===== config.mk =====
export PLATFORM = sky130hd
export DESIGN_NAME = irq_ctx_ctrl
export DESIGN_NICKNAME = d
export VERILOG_FILES = /design/src/rtl/irq_ctx_pkg.sv /design/src/rtl/irq_pend_latch.sv /design/src/rtl/irq_seq.sv /design/src/rtl/irq_shadow_bank.sv /design/src/rtl/irq_ctx_ctrl.sv
export SDC_FILE = /design/constraint.sdc
export NUM_CORES = 1
export LEC_CHECK = 0
export ABC_CLOCK_PERIOD_IN_PS = 2270
export CORE_ASPECT_RATIO = 1.2
export CORE_UTILIZATION = 47
export CTS_CLUSTER_SIZE = 40
export DETAILED_ROUTE_END_ITERATION = 16
export PLACE_DENSITY = 0.84
export SETUP_SLACK_MARGIN = 0.05
export SLEW_MARGIN = 20
export SYNTH_ARGS = -nofsm -noshare
export SYNTH_HDL_FRONTEND = slang
export SYNTH_HIERARCHICAL = 1
export SYNTH_SLANG_ARGS = --single-unit

===== constraint.sdc =====
create_clock -name clk -period 2.27 [get_ports clk]
set_input_delay 0.681 -clock clk [delete_from_list [all_inputs] [get_ports clk]]
set_output_delay 0.681 -clock clk [all_outputs]
set_load 0.01 [all_outputs]

===== src/rtl/irq_ctx_pkg.sv =====
package irq_ctx_pkg;
  localparam int DW = 8;
  localparam int PAGE_LSB = 5;

  typedef struct packed {
    logic [DW-1:0] w;
    logic [DW-1:0] status;
    logic [DW-1:0] fsr;
    logic [DW-1:0] mode;
  } ctx_t;

  // Drop the page-select field (top bits from PAGE_LSB upward).
  function automatic logic [DW-1:0] page_strip(input logic [DW-1:0] s);
    logic [DW-1:0] keep;
    keep = {{(DW-PAGE_LSB){1'b0}}, {PAGE_LSB{1'b1}}};
    return s & keep;
  endfunction

  // Counter plus W, truncated to the register width.
  function automatic logic [DW-1:0] timer_add(input logic [DW-1:0] t,
                                              input logic [DW-1:0] w);
    return t + w;
  endfunction
endpackage


===== src/rtl/irq_pend_latch.sv =====
module irq_pend_latch #(
  parameter int NSRC = 8
) (
  input  logic            clk,
  input  logic            rst_n,
  input  logic [NSRC-1:0] set_i,
  input  logic [NSRC-1:0] clr_i,
  output logic [NSRC-1:0] pend_o
);
  for (genvar i = 0; i < NSRC; i++) begin : g_flag
    always_ff @(posedge clk or negedge rst_n) begin
      if (!rst_n)        pend_o[i] <= 1'b0;
      else if (set_i[i]) pend_o[i] <= 1'b1;
      else if (clr_i[i]) pend_o[i] <= 1'b0;
    end
  end

  assert_set_wins_R1: assert property (@(posedge clk) disable iff (!rst_n)
    (|set_i) |=> ((pend_o & $past(set_i)) == $past(set_i)));
endmodule


===== src/rtl/irq_seq.sv =====
module irq_seq (
  input  logic clk,
  input  logic rst_n,
  input  logic gie_i,
  input  logic any_pend_i,
  input  logic ret_i,
  input  logic retw_i,
  output logic take_o,
  output logic ret_go_o,
  output logic add_go_o,
  output logic busy_o
);
  assign take_o   = gie_i && !busy_o && any_pend_i;
  assign ret_go_o = busy_o && (ret_i || retw_i);
  assign add_go_o = busy_o && retw_i;

  always_ff @(posedge clk or negedge rst_n) begin
    if (!rst_n)        busy_o <= 1'b0;
    else if (take_o)   busy_o <= 1'b1;
    else if (ret_go_o) busy_o <= 1'b0;
  end

  assert_entry_busy_R2: assert property (@(posedge clk) disable iff (!rst_n)
    take_o |=> busy_o);
  assert_ret_frees_R7: assert property (@(posedge clk) disable iff (!rst_n)
    ret_go_o |=> !busy_o);
  assert_gated_R2: assert property (@(posedge clk) disable iff (!rst_n)
    (!gie_i && !busy_o) |=> !busy_o);
endmodule


===== src/rtl/irq_shadow_bank.sv =====
module irq_shadow_bank
  import irq_ctx_pkg::*;
#(
  parameter int PC_W = 11
) (
  input  logic            clk,
  input  logic            rst_n,
  input  logic            cap_i,
  input  logic [PC_W-1:0] pc_i,
  input  ctx_t            ctx_i,
  output logic [PC_W-1:0] pc_o,
  output ctx_t            ctx_o
);
  always_ff @(posedge clk or negedge rst_n) begin
    if (!rst_n) begin
      pc_o  <= '0;
      ctx_o <= '0;
    end else if (cap_i) begin
      pc_o  <= pc_i;
      ctx_o <= ctx_i;
    end
  end

  assert_shadow_hold_R4: assert property (@(posedge clk) disable iff (!rst_n)
    !cap_i |=> ($stable(pc_o) && $stable(ctx_o)));
endmodule


===== src/rtl/irq_ctx_ctrl.sv =====
module irq_ctx_ctrl
  import irq_ctx_pkg::*;
#(
  parameter int NSRC = 8,
  parameter int PC_W = 11,
  parameter logic [PC_W-1:0] VEC = '0
) (
  input  logic            clk,
  input  logic            rst_n,
  input  logic            gie_i,
  input  logic [NSRC-1:0] src_set_i,
  input  logic [NSRC-1:0] src_clr_i,
  input  logic            ret_i,
  input  logic            retw_i,
  input  logic [PC_W-1:0] pc_i,
  input  logic [DW-1:0]   w_i,
  input  logic [DW-1:0]   status_i,
  input  logic [DW-1:0]   fsr_i,
  input  logic [DW-1:0]   mode_i,
  input  logic [DW-1:0]   rtcc_i,
  output logic [NSRC-1:0] pending_o,
  output logic            in_service_o,
  output logic            pc_we_o,
  output logic [PC_W-1:0] pc_o,
  output logic            status_we_o,
  output logic [DW-1:0]   status_o,
  output logic            ctx_we_o,
  output logic [DW-1:0]   w_o,
  output logic [DW-1:0]   fsr_o,
  output logic [DW-1:0]   mode_o,
  output logic            rtcc_we_o,
  output logic [DW-1:0]   rtcc_o
);
  logic            take, ret_go, add_go;
  logic [PC_W-1:0] sh_pc;
  ctx_t            sh_ctx, live_ctx;

  assign live_ctx = '{w: w_i, status: status_i, fsr: fsr_i, mode: mode_i};

  irq_pend_latch #(.NSRC(NSRC)) u_pend (
    .clk(clk), .rst_n(rst_n), .set_i(src_set_i), .clr_i(src_clr_i),
    .pend_o(pending_o));

  irq_seq u_seq (
    .clk(clk), .rst_n(rst_n), .gie_i(gie_i), .any_pend_i(|pending_o),
    .ret_i(ret_i), .retw_i(retw_i), .take_o(take), .ret_go_o(ret_go),
    .add_go_o(add_go), .busy_o(in_service_o));

  irq_shadow_bank #(.PC_W(PC_W)) u_shadow (
    .clk(clk), .rst_n(rst_n), .cap_i(take), .pc_i(pc_i), .ctx_i(live_ctx),
    .pc_o(sh_pc), .ctx_o(sh_ctx));

  always_ff @(posedge clk or negedge rst_n) begin
    if (!rst_n) begin
      pc_we_o     <= 1'b0;
      pc_o        <= '0;
      status_we_o <= 1'b0;
      status_o    <= '0;
      ctx_we_o    <= 1'b0;
      w_o         <= '0;
      fsr_o       <= '0;
      mode_o      <= '0;
      rtcc_we_o   <= 1'b0;
      rtcc_o      <= '0;
    end else begin
      pc_we_o     <= 1'b0;
      status_we_o <= 1'b0;
      ctx_we_o    <= 1'b0;
      rtcc_we_o   <= 1'b0;
      if (take) begin
        pc_we_o     <= 1'b1;
        pc_o        <= VEC;
        status_we_o <= 1'b1;
        status_o    <= page_strip(status_i);
      end else if (ret_go) begin
        pc_we_o     <= 1'b1;
        pc_o        <= sh_pc;
        status_we_o <= 1'b1;
        status_o    <= sh_ctx.status;
        ctx_we_o    <= 1'b1;
        w_o         <= sh_ctx.w;
        fsr_o       <= sh_ctx.fsr;
        mode_o      <= sh_ctx.mode;
        if (add_go) begin
          rtcc_we_o <= 1'b1;
          rtcc_o    <= timer_add(rtcc_i, w_i);
        end
      end
    end
  end

  assert_vector_R3: assert property (@(posedge clk) disable iff (!rst_n)
    take |=> (pc_we_o && pc_o == VEC && !ctx_we_o));
  assert_page_clear_R5: assert property (@(posedge clk) disable iff (!rst_n)
    take |=> (status_o[DW-1:PAGE_LSB] == '0));
  assert_restore_pc_R4: assert property (@(posedge clk) disable iff (!rst_n)
    ret_go |=> (pc_o == $past(sh_pc) && ctx_we_o));
  assert_ignore_idle_R9: assert property (@(posedge clk) disable iff (!rst_n)
    ((ret_i || retw_i) && !in_service_o) |=> !ctx_we_o);
  assert_no_nest_R6: assert property (@(posedge clk) disable iff (!rst_n)
    (in_service_o && !ret_i && !retw_i) |=> !pc_we_o);
  assert_add_R8: assert property (@(posedge clk) disable iff (!rst_n)
    (retw_i && in_service_o) |=> rtcc_we_o);
endmodule


==> summary.txt <==
Outcome
  • Outcome: finished, final reports clean

Yosys
  • Largest area contributor in the netlist: dfrtp_1
  • FF+latch count, synth: 106
  • Synth Flop Type: dfrtp_1
  • Post-synth ARST share: 100%
  • Post-Syn Nets: 401
  • YS warnings: 6
  • Synth top area share: 57.7%
  • Syn_area_per_cell: 14.3 µm²
  • Synth top cells by count: dfrtp_1 (106), mux2_4 (40), mux2_2 (27)
  • EDFF count, synth: 0
  • Largest cells by area after synthesis: dfrtp_1 (58%), mux2_4 (13%), mux2_2 (6.6%)
  • Sequential element share of the synthesized area: 57.7%
  • Count leader, synth: dfrtp_1
  • Synthesized cell area: 4600 µm²
  • Syn Inst Count: 321
  • Cell variety after synth: 39

Drt
  • # DRC: 0
  • Number of routed nets with antenna violations: 0
  • Drt pass-1 iters: 4
  • Drt total wl: 9680 µm
  • Wirelength per Cell: 16.1 µm
  • Vias per cell: 5.00
  • Detailed-route via count: 3,007
  • First DRT Iteration DRCs: 73

Layout
  • N_diodes: 0
  • Final core occ: 67.8%
  • Largest registers: u_shadow/ctx_o: 32 flops, pc_o: 11 flops, u_shadow/pc_o: 11 flops
  • Fin cells: 602
  • Layout net count: 555
  • Largest register FFs: 32
  • Largest register by flop count: u_shadow/ctx_o
  • Filler instances: 691
  • P&R area growth vs syn: 40.3%
  • Share of layout cells above drive strength 1: 24.4%
  • Register area: 2650 µm²
  • Multi-input gate area: 1770 µm²

Critical path
  • Critical-path top delay cell: or4_1
  • CP Class: primary input to register
  • CP Capture Type: register
  • Worst path cell trace: clkdlybuf4s50_1, ha_2, inv_1, fa_2, nor2b_4, o31a_1, or4_1, nand3_1
  • Worst path bufs/invs: 2
  • Slowest stage delay, CP: 0.47 ns
  • Worst setup SP type: primary input
  • Crit path DAT: 2.44 ns
  • Max FO, Critical Path: 2
  • CP delay by family, top: simple AND/OR/NAND/NOR gates
  • Worst path required time: 2.55 ns

Floorplanning
  • Die width: 92.3 µm
  • Site Rows: 39
  • Starting Density: 48.3%
  • # IOs: 136
  • Full die area: 10,200 µm²
  • CORE AREA: 9520 µm²
  • Die H: 110 µm

CTS
  • CTS buffer count: 9
  • Clock sink count: 106
  • Postcts setup bufs: 0
  • Worst-Skew Late Latency: 0.34 ns
  • Clk pin slew, worst setup/hold paths: 0.07 ns
  • Clock buffer depth: 2
  • H-tree depth: 3
  • Root buf cell: clkbuf_16
  • CTS tree: done

STA
  • Period utilization: 95.1%
  • Final hold vios: 0
  • Setup violators final: 0
  • Least-Margin Pin Slew: 0.468 ns
  • Post-layout min period: 2.16 ns
  • Clock skew: 0.00728 ns
  • Max-slew violations: 0
  • Fmax: 463 MHz
  • Slew headroom: 68.8%
  • RSZ-0062 raised after global routing: yes

Global routing
  • Number of global-route vias before repair: 3,203
  • GRT Util Overall: 20.1%
  • Largest net degree at the start of global routing: 39
  • Global route overflow: 0
  • First-pass GRT wire length: 15,500 µm
  • Initial antenna violation count: 0

Run
  • Max-cap check violation count: 0

Placed design
  • GP Congestion: 0.785
  • Dpl cells: 587
  • HPWL Detailed: 7140 µm
  • I/O Buffers: 135

Power and ir drop
  • Worst VDD drop: 0.453 mV
  • Total power per unit cell area: 901 nW/µm²
  • Tot Pwr: 5810 µW
  • Leak: 0.00289 µW

Worst hold path
  • Hold WC Path Type: primary input to asynchronous set/reset pin
[layer usage]
layer,vias to the layer above,track usage (%),share of wire (%)
li1,1414,-,-
met4,0,7.59,2.0
met3,17,4.53,4.1
met5,-,0,0
met2,93,36.4,52
met1,1483,23.3,42
[per-stage QoR]
step | area [µm²] | setup TNS [ns] | hold slack, ns | setup slack, ns
after detailed placement | 6160 | -2.50 | 0.467 | -0.318
after global placement | 6160 | -1.73 | 0.470 | -0.257
after global routing | 6450 | 0 | 0.317 | 0.0381
after CTS | 6440 | 0 | 0.299 | 0.0598
after floorplan | 4600 | 0 | 0.385 | 0.192
final | 6450 | 0 | 0.296 | 0.110
[final timing paths]
check / startpoint / end / slack (ns) / cells after the start
max: rtcc_i[0] / rtcc_o[6]$_DFFE_PN0P_ / 0.11 / 8
min: rst_n / u_shadow/ctx_o[10]$_DFFE_PN0P_ / 0.30 / 1
max reg2reg: u_pend/pend_o[5]$_DFFE_PN0P_ / rtcc_o[6]$_DFFE_PN0P_ / 0.28 / 7
min reg2reg: rtcc_o[2]$_DFFE_PN0P_ / rtcc_o[2]$_DFFE_PN0P_ / 0.49 / 2
max in group asynchronous: rst_n / u_pend/pend_o[7]$_DFFE_PN0P_ / 1.35 / 2
min in group clk: rtcc_o[2]$_DFFE_PN0P_ / rtcc_o[2]$_DFFE_PN0P_ / 0.49 / 2
[area by class of cell]
class / instances / share of cell area [%]
Timing Repair Buffer: 159 / 24.1
Clock buffer: 11 / 3.76
Inverter: 13 / 0.757
Tap cell: 123 / 2.39
Sequential cell: 106 / 41.1
Clock inverter: 4 / 0.446
Multi-Input combinational cell: 186 / 27.4
[power breakdown]
group	internal, µW	switching, µW
Clock	768	648
Sequential	2350	257
Combinational	1150	650
[layout by cell type, fill, tap and decap left out, types with 2 or more instances in the layout]
| master | instances |
|---|---|
| clkinvlp_4 | 2 |
| dfrtp_1 | 106 |
| clkdlybuf4s50_1 | 133 |
| nand2_1 | 11 |
| mux2_4 | 40 |
| buf_4 | 23 |
| ha_1 | 6 |
| a211oi_1 | 3 |
| o21ai_0 | 12 |
| nor3_1 | 3 |
| xor2_1 | 3 |
| buf_12 | 2 |
| or4_1 | 2 |
| mux2i_1 | 19 |
| a21oi_1 | 2 |
| mux2_2 | 27 |
| a21o_1 | 11 |
| clkbuf_16 | 9 |
| nor2_1 | 18 |
| inv_1 | 13 |
| nor2b_2 | 2 |
| nor3b_1 | 3 |
| nand3_1 | 5 |
[cell families (layout without fill, tap and decap cells)]
family | after synthesis | in the layout | share of synthesized area, %
AO/OA/AOI/OAI | 35 | 35 | 5.01
flip-flops | 106 | 106 | 57.7
multiplexers | 87 | 87 | 24.1
buffers and inverters | 29 | 187 | 4.44
AND/OR/NAND/NOR | 53 | 53 | 5.88
XOR/XNOR | 3 | 3 | 0.572
adder cells (fa/ha/maj) | 8 | 8 | 2.34
[what timing repair did]
| action | CTS | global route |
|---|---|---|
| endpoints found under the setup margin | 2 | 3 |
| hold buffers | 0 | 0 |
| pin swaps | 0 | 2 |
| cloned | 0 | 0 |
| gates resized for setup | 2 | 3 |
[worst register-to-register path, cell delays in order (launching register included)]
cell and delay [ns]:
dfrtp_1 0.39, nor4_1 0.34, nand2_1 0.09, and3b_4 0.23, nand3b_1 0.23, buf_4 0.21, a211oi_1 0.27, nand3_1 0.11
No activity file was read; power rests on OpenSTA's default activity.
